File: src/rtl/sdram_rd_pkg.sv
package sdram_rd_pkg;

  typedef enum logic [2:0] {
    CMD_NOP = 3'b111,
    CMD_ACT = 3'b011,
    CMD_RD  = 3'b101,
    CMD_PRE = 3'b010,
    CMD_BST = 3'b110
  } sd_cmd_e;

  typedef enum logic [1:0] {
    ST_IDLE,
    ST_PRE_GAP,
    ST_ACT_GAP,
    ST_BURST
  } seq_state_e;

endpackage

File: src/rtl/open_row_table.sv
module open_row_table #(
  parameter int BANK_W = 2,
  parameter int ROW_W  = 13
) (
  input  logic              clk,
  input  logic              rst,
  input  logic [BANK_W-1:0] lk_bank,
  input  logic [ROW_W-1:0]  lk_row,
  output logic              lk_hit,
  input  logic              upd_en,
  input  logic              upd_open,
  input  logic [BANK_W-1:0] upd_bank,
  input  logic [ROW_W-1:0]  upd_row
);
  localparam int NB = 1 << BANK_W;

  logic             vld_q [NB];
  logic [ROW_W-1:0] row_q [NB];

  for (genvar b = 0; b < NB; b++) begin : g_bank
    always_ff @(posedge clk) begin
      if (rst) begin
        vld_q[b] <= 1'b0;
      end else if (upd_en && upd_bank == BANK_W'(b)) begin
        vld_q[b] <= upd_open;
      end
    end

    always_ff @(posedge clk) begin
      if (upd_en && upd_open && upd_bank == BANK_W'(b)) begin
        row_q[b] <= upd_row;
      end
    end
  end

  assign lk_hit = vld_q[lk_bank] && (row_q[lk_bank] == lk_row);

endmodule

File: src/rtl/rd_capture.sv
module rd_capture #(
  parameter int DQ_W = 16
) (
  input  logic            clk,
  input  logic            rst,
  input  logic            cap_en,
  input  logic [DQ_W-1:0] dq_in,
  output logic            rd_valid,
  output logic [DQ_W-1:0] rd_data
);
  always_ff @(posedge clk) begin
    if (rst) begin
      rd_valid <= 1'b0;
      rd_data  <= '0;
    end else begin
      rd_valid <= cap_en;
      if (cap_en) rd_data <= dq_in;
    end
  end
endmodule

File: src/rtl/rd_cmd_fsm.sv
module rd_cmd_fsm
  import sdram_rd_pkg::*;
#(
  parameter int BANK_W    = 2,
  parameter int ADDR_W    = 13,
  parameter int LEN_W     = 4,
  parameter int GAP_W     = 4,
  parameter int BURST_LEN = 8
) (
  input  logic              clk,
  input  logic              rst,
  input  logic [GAP_W-1:0]  cfg_trp,
  input  logic [GAP_W-1:0]  cfg_trcd,
  input  logic [1:0]        cfg_cl,
  input  logic              req_valid,
  output logic              req_ready,
  input  logic [BANK_W-1:0] req_bank,
  input  logic [ADDR_W-1:0] req_row,
  input  logic [ADDR_W-1:0] req_col,
  input  logic [LEN_W-1:0]  req_len,
  input  logic              hit,
  output logic              tbl_en,
  output logic              tbl_open,
  output logic [BANK_W-1:0] tbl_bank,
  output logic [ADDR_W-1:0] tbl_row,
  output sd_cmd_e           cmd_q,
  output logic [BANK_W-1:0] ba_q,
  output logic [ADDR_W-1:0] addr_q,
  output logic              cap_en
);
  localparam int CNT_W = $clog2(BURST_LEN + 4) + 1;

  seq_state_e        state_q;
  logic [BANK_W-1:0] bank_q;
  logic [ADDR_W-1:0] row_q, col_q;
  logic [CNT_W-1:0]  len_q, cl_q, cnt_q;
  logic [GAP_W-1:0]  trcd_q, gap_q;
  logic [CNT_W-1:0]  eff_len;
  logic              accept, issue_pre, issue_act;

  assign req_ready = (state_q == ST_IDLE);
  assign accept    = req_valid && req_ready;
  assign issue_pre = accept && !hit;
  assign issue_act = (state_q == ST_PRE_GAP) && (gap_q == '0);

  assign eff_len = (req_len == '0 || req_len > LEN_W'(BURST_LEN))
                   ? CNT_W'(BURST_LEN) : CNT_W'(req_len);

  assign tbl_en   = issue_pre || issue_act;
  assign tbl_open = issue_act;
  assign tbl_bank = issue_act ? bank_q : req_bank;
  assign tbl_row  = row_q;

  assign cap_en = (state_q == ST_BURST) && (cnt_q >= cl_q) && (cnt_q < cl_q + len_q);

  always_ff @(posedge clk) begin
    if (rst) begin
      state_q <= ST_IDLE;
      cmd_q   <= CMD_NOP;
      ba_q    <= '0;
      addr_q  <= '0;
      bank_q  <= '0;
      row_q   <= '0;
      col_q   <= '0;
      len_q   <= '0;
      cl_q    <= '0;
      cnt_q   <= '0;
      trcd_q  <= '0;
      gap_q   <= '0;
    end else begin
      cmd_q  <= CMD_NOP;
      ba_q   <= '0;
      addr_q <= '0;
      unique case (state_q)
        ST_IDLE: begin
          if (req_valid) begin
            bank_q <= req_bank;
            row_q  <= req_row;
            col_q  <= req_col;
            len_q  <= eff_len;
            cl_q   <= (cfg_cl == 2'd2) ? CNT_W'(2) : CNT_W'(3);
            trcd_q <= cfg_trcd;
            ba_q   <= req_bank;
            if (hit) begin
              cmd_q   <= CMD_RD;
              addr_q  <= req_col;
              cnt_q   <= '0;
              state_q <= ST_BURST;
            end else begin
              cmd_q   <= CMD_PRE;
              gap_q   <= cfg_trp;
              state_q <= ST_PRE_GAP;
            end
          end
        end
        ST_PRE_GAP: begin
          if (gap_q == '0) begin
            cmd_q   <= CMD_ACT;
            ba_q    <= bank_q;
            addr_q  <= row_q;
            gap_q   <= trcd_q;
            state_q <= ST_ACT_GAP;
          end else begin
            gap_q <= gap_q - 1'b1;
          end
        end
        ST_ACT_GAP: begin
          if (gap_q == '0) begin
            cmd_q   <= CMD_RD;
            ba_q    <= bank_q;
            addr_q  <= col_q;
            cnt_q   <= '0;
            state_q <= ST_BURST;
          end else begin
            gap_q <= gap_q - 1'b1;
          end
        end
        ST_BURST: begin
          cnt_q <= cnt_q + 1'b1;
          if (len_q < CNT_W'(BURST_LEN) && cnt_q == len_q - 1'b1) begin
            cmd_q <= CMD_BST;
            ba_q  <= bank_q;
          end
          if (cnt_q == cl_q + len_q - 1'b1) state_q <= ST_IDLE;
        end
        default: state_q <= ST_IDLE;
      endcase
    end
  end
endmodule

File: src/rtl/sdram_rd_seq.sv
module sdram_rd_seq
  import sdram_rd_pkg::*;
#(
  parameter int BANK_W    = 2,
  parameter int ADDR_W    = 13,
  parameter int DQ_W      = 16,
  parameter int LEN_W     = 4,
  parameter int GAP_W     = 4,
  parameter int BURST_LEN = 8
) (
  input  logic              clk,
  input  logic              rst,
  input  logic [GAP_W-1:0]  cfg_trp,
  input  logic [GAP_W-1:0]  cfg_trcd,
  input  logic [1:0]        cfg_cl,
  input  logic              req_valid,
  output logic              req_ready,
  input  logic [BANK_W-1:0] req_bank,
  input  logic [ADDR_W-1:0] req_row,
  input  logic [ADDR_W-1:0] req_col,
  input  logic [LEN_W-1:0]  req_len,
  output logic              sd_ras_n,
  output logic              sd_cas_n,
  output logic              sd_we_n,
  output logic [BANK_W-1:0] sd_ba,
  output logic [ADDR_W-1:0] sd_addr,
  input  logic [DQ_W-1:0]   sd_dq,
  output logic              rd_valid,
  output logic [DQ_W-1:0]   rd_data
);
  logic              hit, tbl_en, tbl_open, cap_en;
  logic [BANK_W-1:0] tbl_bank;
  logic [ADDR_W-1:0] tbl_row;
  sd_cmd_e           cmd;

  open_row_table #(.BANK_W(BANK_W), .ROW_W(ADDR_W)) u_table (
    .clk      (clk),
    .rst      (rst),
    .lk_bank  (req_bank),
    .lk_row   (req_row),
    .lk_hit   (hit),
    .upd_en   (tbl_en),
    .upd_open (tbl_open),
    .upd_bank (tbl_bank),
    .upd_row  (tbl_row)
  );

  rd_cmd_fsm #(
    .BANK_W(BANK_W), .ADDR_W(ADDR_W), .LEN_W(LEN_W),
    .GAP_W(GAP_W), .BURST_LEN(BURST_LEN)
  ) u_fsm (
    .clk       (clk),
    .rst       (rst),
    .cfg_trp   (cfg_trp),
    .cfg_trcd  (cfg_trcd),
    .cfg_cl    (cfg_cl),
    .req_valid (req_valid),
    .req_ready (req_ready),
    .req_bank  (req_bank),
    .req_row   (req_row),
    .req_col   (req_col),
    .req_len   (req_len),
    .hit       (hit),
    .tbl_en    (tbl_en),
    .tbl_open  (tbl_open),
    .tbl_bank  (tbl_bank),
    .tbl_row   (tbl_row),
    .cmd_q     (cmd),
    .ba_q      (sd_ba),
    .addr_q    (sd_addr),
    .cap_en    (cap_en)
  );

  assign {sd_ras_n, sd_cas_n, sd_we_n} = cmd;

  rd_capture #(.DQ_W(DQ_W)) u_cap (
    .clk      (clk),
    .rst      (rst),
    .cap_en   (cap_en),
    .dq_in    (sd_dq),
    .rd_valid (rd_valid),
    .rd_data  (rd_data)
  );
endmodule

File: config.mk
export PLATFORM = sky130hd
export DESIGN_NAME = sdram_rd_seq
export DESIGN_NICKNAME = d
export VERILOG_FILES = /design/src/rtl/sdram_rd_pkg.sv /design/src/rtl/open_row_table.sv /design/src/rtl/rd_capture.sv /design/src/rtl/rd_cmd_fsm.sv /design/src/rtl/sdram_rd_seq.sv
export SDC_FILE = /design/constraint.sdc
export NUM_CORES = 1
export LEC_CHECK = 0
export CAP_MARGIN = 20
export CORE_UTILIZATION = 38
export CTS_CLUSTER_DIAMETER = 80
export DETAILED_ROUTE_END_ITERATION = 10
export PLACE_DENSITY = 0.67
export REMOVE_ABC_BUFFERS = 1
export SETUP_SLACK_MARGIN = 0.2
export SYNTH_ARGS = -nofsm -noshare
export SYNTH_HDL_FRONTEND = slang
export SYNTH_SLANG_ARGS = --single-unit
File: constraint.sdc
create_clock -name clk -period 4.2 [get_ports clk]
set_input_delay 0.42 -clock clk [delete_from_list [all_inputs] [get_ports clk]]
set_output_delay 0.42 -clock clk [all_outputs]
set_load 0.1 [all_outputs]
Yosys cells after proc, flatten, opt, wreduce, memory -nomap -nowiden
Memory sizes are Yosys's and may differ from the RTL's.
Index checks and enable logic that the tools add are counted.
{"block": "totals", "input_bits": 61, "regBits": 88, "n_memories": 2, "out_inout_bits": 36, "elab_cells": 147, "mem_bits_rw": 56}
{"block": "classes", "n_mux": 68, "add_sub_neg": 5, "bitwise": 4, "n_lt_le_gt_ge": 4, "eq_ne": 17, "n_reduce_logical": 33}
{"memory": "u_table.row_q", "depth": 4, "width": 13, "read_ports": 1, "rd_clocked_by_memory_dff": 0, "wr": 1, "line_no": "open_row_table.sv:18", "rtl": "logic [ROW_W-1:0] row_q [NB];"}
{"memory": "u_table.vld_q", "depth": 4, "width": 1, "read_ports": 1, "rd_clocked_by_memory_dff": 0, "wr": 4, "line_no": "open_row_table.sv:17", "rtl": "logic vld_q [NB];"}
{"cell": "2-to-1 mux 13 bit", "n": 7}
{"cell": "case mux 13 bit (3 select lines)", "n": 1}
{"cell": "OR reduction 13 bit", "n": 3}
{"cell": "2-to-1 mux 1 bit", "n": 31}
{"cell": "2-to-1 mux 2 bit", "n": 13}
{"cell": "2-to-1 mux 4 bit", "n": 5}
{"cell": "logical AND 1 bit", "n": 16}
{"cell": "2-to-1 mux 5 bit", "n": 3}
{"cell": "case mux 5 bit (3 select lines)", "n": 1}
{"cell": "== test 13 bit", "n": 1}
{"cell": "inequality test 2 bit, second input constant", "n": 6}
{"cell": "case mux 3 bit (4 select lines)", "n": 1}
{"cell": "case mux 4 bit (3 select lines)", "n": 1}
{"cell": "AND reduction 4 bit", "n": 3}
{"cell": "== test 2 bit, second input constant", "n": 5}
{"cell": "== test 5 bit", "n": 2}
{"cell": "subtractor 5 x 1 -> 5 bit, second input constant", "n": 2}
{"cell": "2-to-1 mux 3 bit", "n": 3}
{"cell": "zero test 4 bit", "n": 2}
{"cell": "case mux 2 bit (4 select lines)", "n": 1}
{"cell": "case mux 2 bit (3 select lines)", "n": 1}
{"cell": "nonzero test 3 bit", "n": 2}
{"cell": "adder 5 x 1 -> 5 bit, second input constant", "n": 1}
{"cell": "adder 5 bit", "n": 1}
{"cell": "13 further kinds", "n": 19}

Depth between registers and ports, before layout
An unclocked memory read counts as a cell.
{"block": "logic_depth", "ltp_word": 14, "mapped_depth": 11, "ltp_nobuf": 10}

By module
Synthesis repeated with hierarchy kept, for this count alone.
{"block": "unflattened", "cells_unflattened": 592, "hier_area_um2": 6344.8}
{"module": "rd_cmd_fsm", "instances": 1, "area_each_um2": 3405.8, "cells_each": 409, "seq_area_each_um2": 1341.3}
{"module": "open_row_table", "instances": 1, "area_each_um2": 2331.0, "cells_each": 129, "seq_area_each_um2": 1681.6}
{"module": "rd_capture", "instances": 1, "area_each_um2": 608.1, "cells_each": 54, "seq_area_each_um2": 340.3}

Worst setup path before layout
Ideal clock, no wire load.
{"block": "synth_path", "path_kind": "flip-flop to flip-flop", "startpoint": "reg u_fsm.gap_q[0]", "endpoint": "mem u_table.vld_q[2], enable pin", "setup_ns": 0.294, "path_buffers": 0, "slack_ns": 1.335, "synth_period_minus_slack_ns": 2.865, "path_stages_with_launch": 8, "required_ns": 3.906, "arrival_time_ns": 2.571, "cell_sequence": "dfxtp_1 inv_1 ha_1 nor3b_1 nand2_1 mux2i_1 nor3_1 a211o_1"}
{"item": "from (decl)", "line_no": "rd_cmd_fsm.sv:37", "rtl": "logic [GAP_W-1:0] trcd_q, gap_q;"}
{"item": "from (signal assigned)", "line_no": "rd_cmd_fsm.sv:91", "rtl": "gap_q <= cfg_trp;"}
{"item": "from (signal assigned)", "line_no": "rd_cmd_fsm.sv:101", "rtl": "gap_q <= trcd_q;"}
{"item": "from (signal assigned)", "line_no": "rd_cmd_fsm.sv:104", "rtl": "gap_q <= gap_q - 1'b1;"}
{"item": "to (decl)", "line_no": "open_row_table.sv:17"}

Worst setup path in the final report
{"block": "layout_path", "startpoint": "in req_bank[0]", "endpoint": "reg u_fsm.gap_q[2]"}
{"block": "layout_between", "elab_chain_len": 5, "word_cells_on_any_way": 6, "cone_classes": "eq/ne (2); reduce/logical (2); memory (2)"}
{"item": "from (decl)", "line_no": "sdram_rd_seq.sv:18", "rtl": "input logic [BANK_W-1:0] req_bank,"}
{"item": "memory (4 x 13 bit)"}
{"item": "== test 13 bit", "line_no": "open_row_table.sv:36", "rtl": "assign lk_hit = vld_q[lk_bank] && (row_q[lk_bank] == lk_row);"}
{"item": "logical AND 1 bit (*)", "line_no": "open_row_table.sv:36"}
{"item": "inequality test 2 bit (no line) (*)"}
{"item": "AND reduction 4 bit (no line) (*)"}
Every way passes the cells marked *; elsewhere a longest branch is shown, timed or not.
A chain may end at the register's enable or synchronous reset.

==> reports/qor.txt <==
RUN STATUS
--------------------------------------------------------------------------------
Outcome ........................................................... finished, final reports clean

CELLS AND AREA
--------------------------------------------------------------------------------
Final instance area ...............................................    8108 um^2
Post-synthesis to final-layout area growth ........................       27.53%
Layout cells sized above 1 ........................................      0.09015
Number of fill cells in the layout ................................         1403
Diode insertion count for antenna repair ..........................            0
Total Nets Final ..................................................          789
Final Util ........................................................       0.5031

CTS
--------------------------------------------------------------------------------
Clock Sinks .......................................................          140
Clock Pin Slew Worst Setup and Hold Paths .........................      0.06 ns
Cells resized by post-CTS repair ..................................            0
CTS H-tree lvls ...................................................            4
Root Buffer .......................................................    clkbuf_16
CTS tree ..........................................................         done
CTS hold repair buffers ...........................................            0
Later-pin clock latency in the skew report ........................      0.42 ns
Max Root-Sink Buffers .............................................            2
Number of post-CTS setup repair buffers ...........................            0
Clock buffer count from CTS .......................................           17

STA
--------------------------------------------------------------------------------
Setup violation total in the final timing report ..................            0
Post-route minimum period .........................................     3.209 ns
RSZ-0062 raised after global routing ..............................        false
Total Neg Setup Slack .............................................         0 ns
Transition time of the tightest slew-check pin ....................    0.9945 ns
Remaining max-slew budget at the tightest pin .....................       0.3349
Highest clock frequency the design can meet .......................    311.7 MHz
Fin crit share ....................................................       0.7640
Final hold viol count .............................................            0
Clock skew ........................................................  0.009422 ns
Crit path setup slack, layout .....................................    0.9914 ns
Slew Limit Fails ..................................................            0

LOGIC SYNTHESIS
--------------------------------------------------------------------------------
EDFF count, synth .................................................           56
Synth area leader .................................................      dfxtp_1
Area share of the largest cell type after synthesis ...............       0.2645
Number of instances in the synthesized netlist ....................          620
FF+latch count, synth .............................................          140
Warnings from Yosys ...............................................            0
Share of synthesized flip-flops with an asynchronous set or reset .            0
Netlist Area Pre-Place ............................................    6357 um^2
Syn Area/Cell .....................................................   10.25 um^2
Leading post-synthesis cells by instance count .................... 95 x nand2_1, 84 x dfxtp_1, 75 x a21oi_1
Most instantiated flip-flop cell in the synthesis netlist .........      dfxtp_1
Distinct cell type count after synthesis ..........................           58
Most frequent cell after synthesis ................................      nand2_1
Cells taking the most area after synthesis ........................ dfxtp_1 26%, edfxtp_1 26%, a21oi_1 5.9%
Sequential area share after synthesis .............................       0.5290

DIE
--------------------------------------------------------------------------------
Width of the die ..................................................     131.3 um
Starting utilization of the core area .............................       0.3945
Number of rows in the core area ...................................           46
Height of the die .................................................     131.3 um
Die ar. ...........................................................   17250 um^2
Floorplan core area ...............................................   16120 um^2
# IOs .............................................................           97

CRITICAL PATH
--------------------------------------------------------------------------------
Slowest cell on the critical path ................................. clkdlybuf4s50_1
Reg2Reg Setup Slack ...............................................      1.34 ns
Cell Chain, Critical Path ......................................... clkdlybuf4s50_1, mux4_2, xnor2_1, nand4_1, a2111oi_4, buf_4, a2bb2oi_2, mux2i_1
Arrival time of the worst setup path ..............................      3.55 ns
Type of element launching the critical path ....................... primary input
Data required, critical path ......................................      4.55 ns
CP Max Fanout .....................................................           13
CP max stage delay ................................................      0.95 ns
Type of element capturing the critical path .......................     register
CP Class ..........................................................    in -> reg

POWER AND IR DROP
--------------------------------------------------------------------------------
Lkg Pwr ...........................................................     2.808 nW
Internal ..........................................................     2.964 mW
Net switching power of the design .................................     1.598 mW
Sw Share ..........................................................       0.3503
Pwr dens .......................................................... 562.6 nW/um^2
Power share of the sequential group ...............................        0.381
Worst vdd rail ir drop ............................................  0.0003085 V
Clk network pwr share .............................................        0.313
Tot Pwr ...........................................................     4.561 mW
Share of power burned in combinational logic ......................        0.306

PLACEMENT
--------------------------------------------------------------------------------
Post-DP HPWL ......................................................     10820 um
Final weighted congestion of routability-driven global placement ..       0.8314
Worst-case setup slack after placement ............................    0.5161 ns
Count of buffers inserted at the top-level ports ..................           96
Post-placement cell area ..........................................    7530 um^2

GLOBAL ROUTE
--------------------------------------------------------------------------------
Global-route wire length before repair ............................     25410 um
Maximum number of pins on one net before global-route repair ......           51
Number of global-route vias before repair .........................         4935
Overall overflow remaining after global route .....................            0
Antenna violations before repair ..................................            0
GRT Total Usage ...................................................       0.1869

ROUTING
--------------------------------------------------------------------------------
Remaining antenna violation count after routing ...................            0
Pre-Repair DR Iteration Count .....................................            5
Iteration-0 DRC Markers ...........................................          365
Detailed-route wire length ........................................     15940 um
Drt via density ...................................................        5.409
Number of vias after detailed routing .............................         5068
Drt drc ...........................................................            0
Post-detailed-route wirelength per cell ...........................     17.01 um

FLOW RUN
--------------------------------------------------------------------------------
# Max-Cap Violations ..............................................            0

MIN PATH
--------------------------------------------------------------------------------
Type of the tightest min-delay check ..............................   reg -> reg

==> through the flow <==
stage | hold slack [ns] | std cells
CTS | 0.4560 | 937
global route | 0.4764 | 937
floorplan | 0.4252 | 576
global placement | 0.4415 | 905
finish | 0.4559 | 937
detailed placement | 0.4471 | 905
==> worst max-delay path, delay by kind of cell <==
kind | cells | cell delay, ns
compound gates | 2 | 0.68
mux | 2 | 0.82
xor+xnor | 1 | 0.19
buf+inv | 2 | 1.24
simple gates | 1 | 0.20
==> logic make-up after synthesis <==
kind of cell | share of synthesized area
fa+ha+maj | 0.04054
compound gates | 0.1478
xor+xnor | 0.03169
buf+inv | 0.03739
mux | 0.05983
simple gates | 0.1537
flops | 0.5290
==> power by group through the flow <==
stage / sequential [mW] / clock [mW] / combinational [mW]
2_1_floorplan: 1.95 / 0 / 0.755
3_3_place_gp: 1.75 / 0 / 1.36
3_5_place_dp: 1.76 / 0 / 1.39
4_1_cts: 1.73 / 1.46 / 1.39
5_1_grt: 1.76 / 1.51 / 1.50
6_report: 1.74 / 1.43 / 1.40
==> layer usage <==
metal | part of all wire | vias to the layer above | global-route usage
li1 | - | 2424 | -
met5 | 0 | - | 0
met3 | 0.040 | 23 | 0.04051
met1 | 0.43 | 2497 | 0.2267
met2 | 0.51 | 124 | 0.3236
met4 | 0.017 | 0 | 0.07106
==> final cells by class <==
| cell class | instances | area, um^2 | share of cell area |
|---|---|---|---|
| Timing Repair Buffer | 113 | 1084 | 0.1336 |
| Inverter | 15 | 56.30 | 0.006944 |
| Multi-Input combinational cell | 421 | 2756 | 0.3400 |
| Sequential cell | 140 | 3363 | 0.4148 |
| Tap cell | 216 | 270.3 | 0.03333 |
| Clock buffer | 23 | 520.5 | 0.06420 |
| Clock inverter | 9 | 57.56 | 0.007099 |
==> registers in the layout (all words and copies together), names as in the netlist <==
name and cells:
u_table.row_q 52, u_fsm.cl_q 2, u_table.vld_q 4, u_cap.rd_valid 1, u_fsm.col_q 13, u_fsm.gap_q 4, u_fsm.bank_q 2, u_fsm.cnt_q 5
u_fsm.cmd_q 3, u_fsm.addr_q 13, u_fsm.state_q 2, u_fsm.trcd_q 4, u_cap.rd_data 16, u_fsm.len_q 4, u_fsm.ba_q 2, u_fsm.tbl_row 13
==> cell usage in the layout, fill, tap and decap left out, types with 5 or more instances in the layout <==
master / count
nand2_1: 95
clkdlybuf4s50_1: 95
dfxtp_1: 84
a21oi_1: 75
edfxtp_1: 56
nand3_1: 35
o21ai_0: 23
ha_1: 19
clkbuf_16: 19
xnor2_1: 17
buf_4: 17
nor3_1: 16
inv_1: 15
a22oi_1: 13
mux4_2: 12
mux2i_1: 11
nor2_1: 9
nand2b_1: 8
o211ai_1: 8
nor4_1: 7
xor2_1: 6
nand3b_1: 6
clkinv_2: 5
==> worst paths after layout <==
check | start | endpoint | cells after the start
hold reg to reg | u_fsm.col_q[2] | u_fsm.col_q[2] | 2
hold / removal | u_fsm.col_q[2] | u_fsm.col_q[2] | 2
setup / recovery | req_bank[0] | u_fsm.gap_q[2] | 8
setup reg to reg | u_table.row_q[2][8] | u_fsm.gap_q[2] | 7
Note: power is estimated with default switching activity, not from simulation.
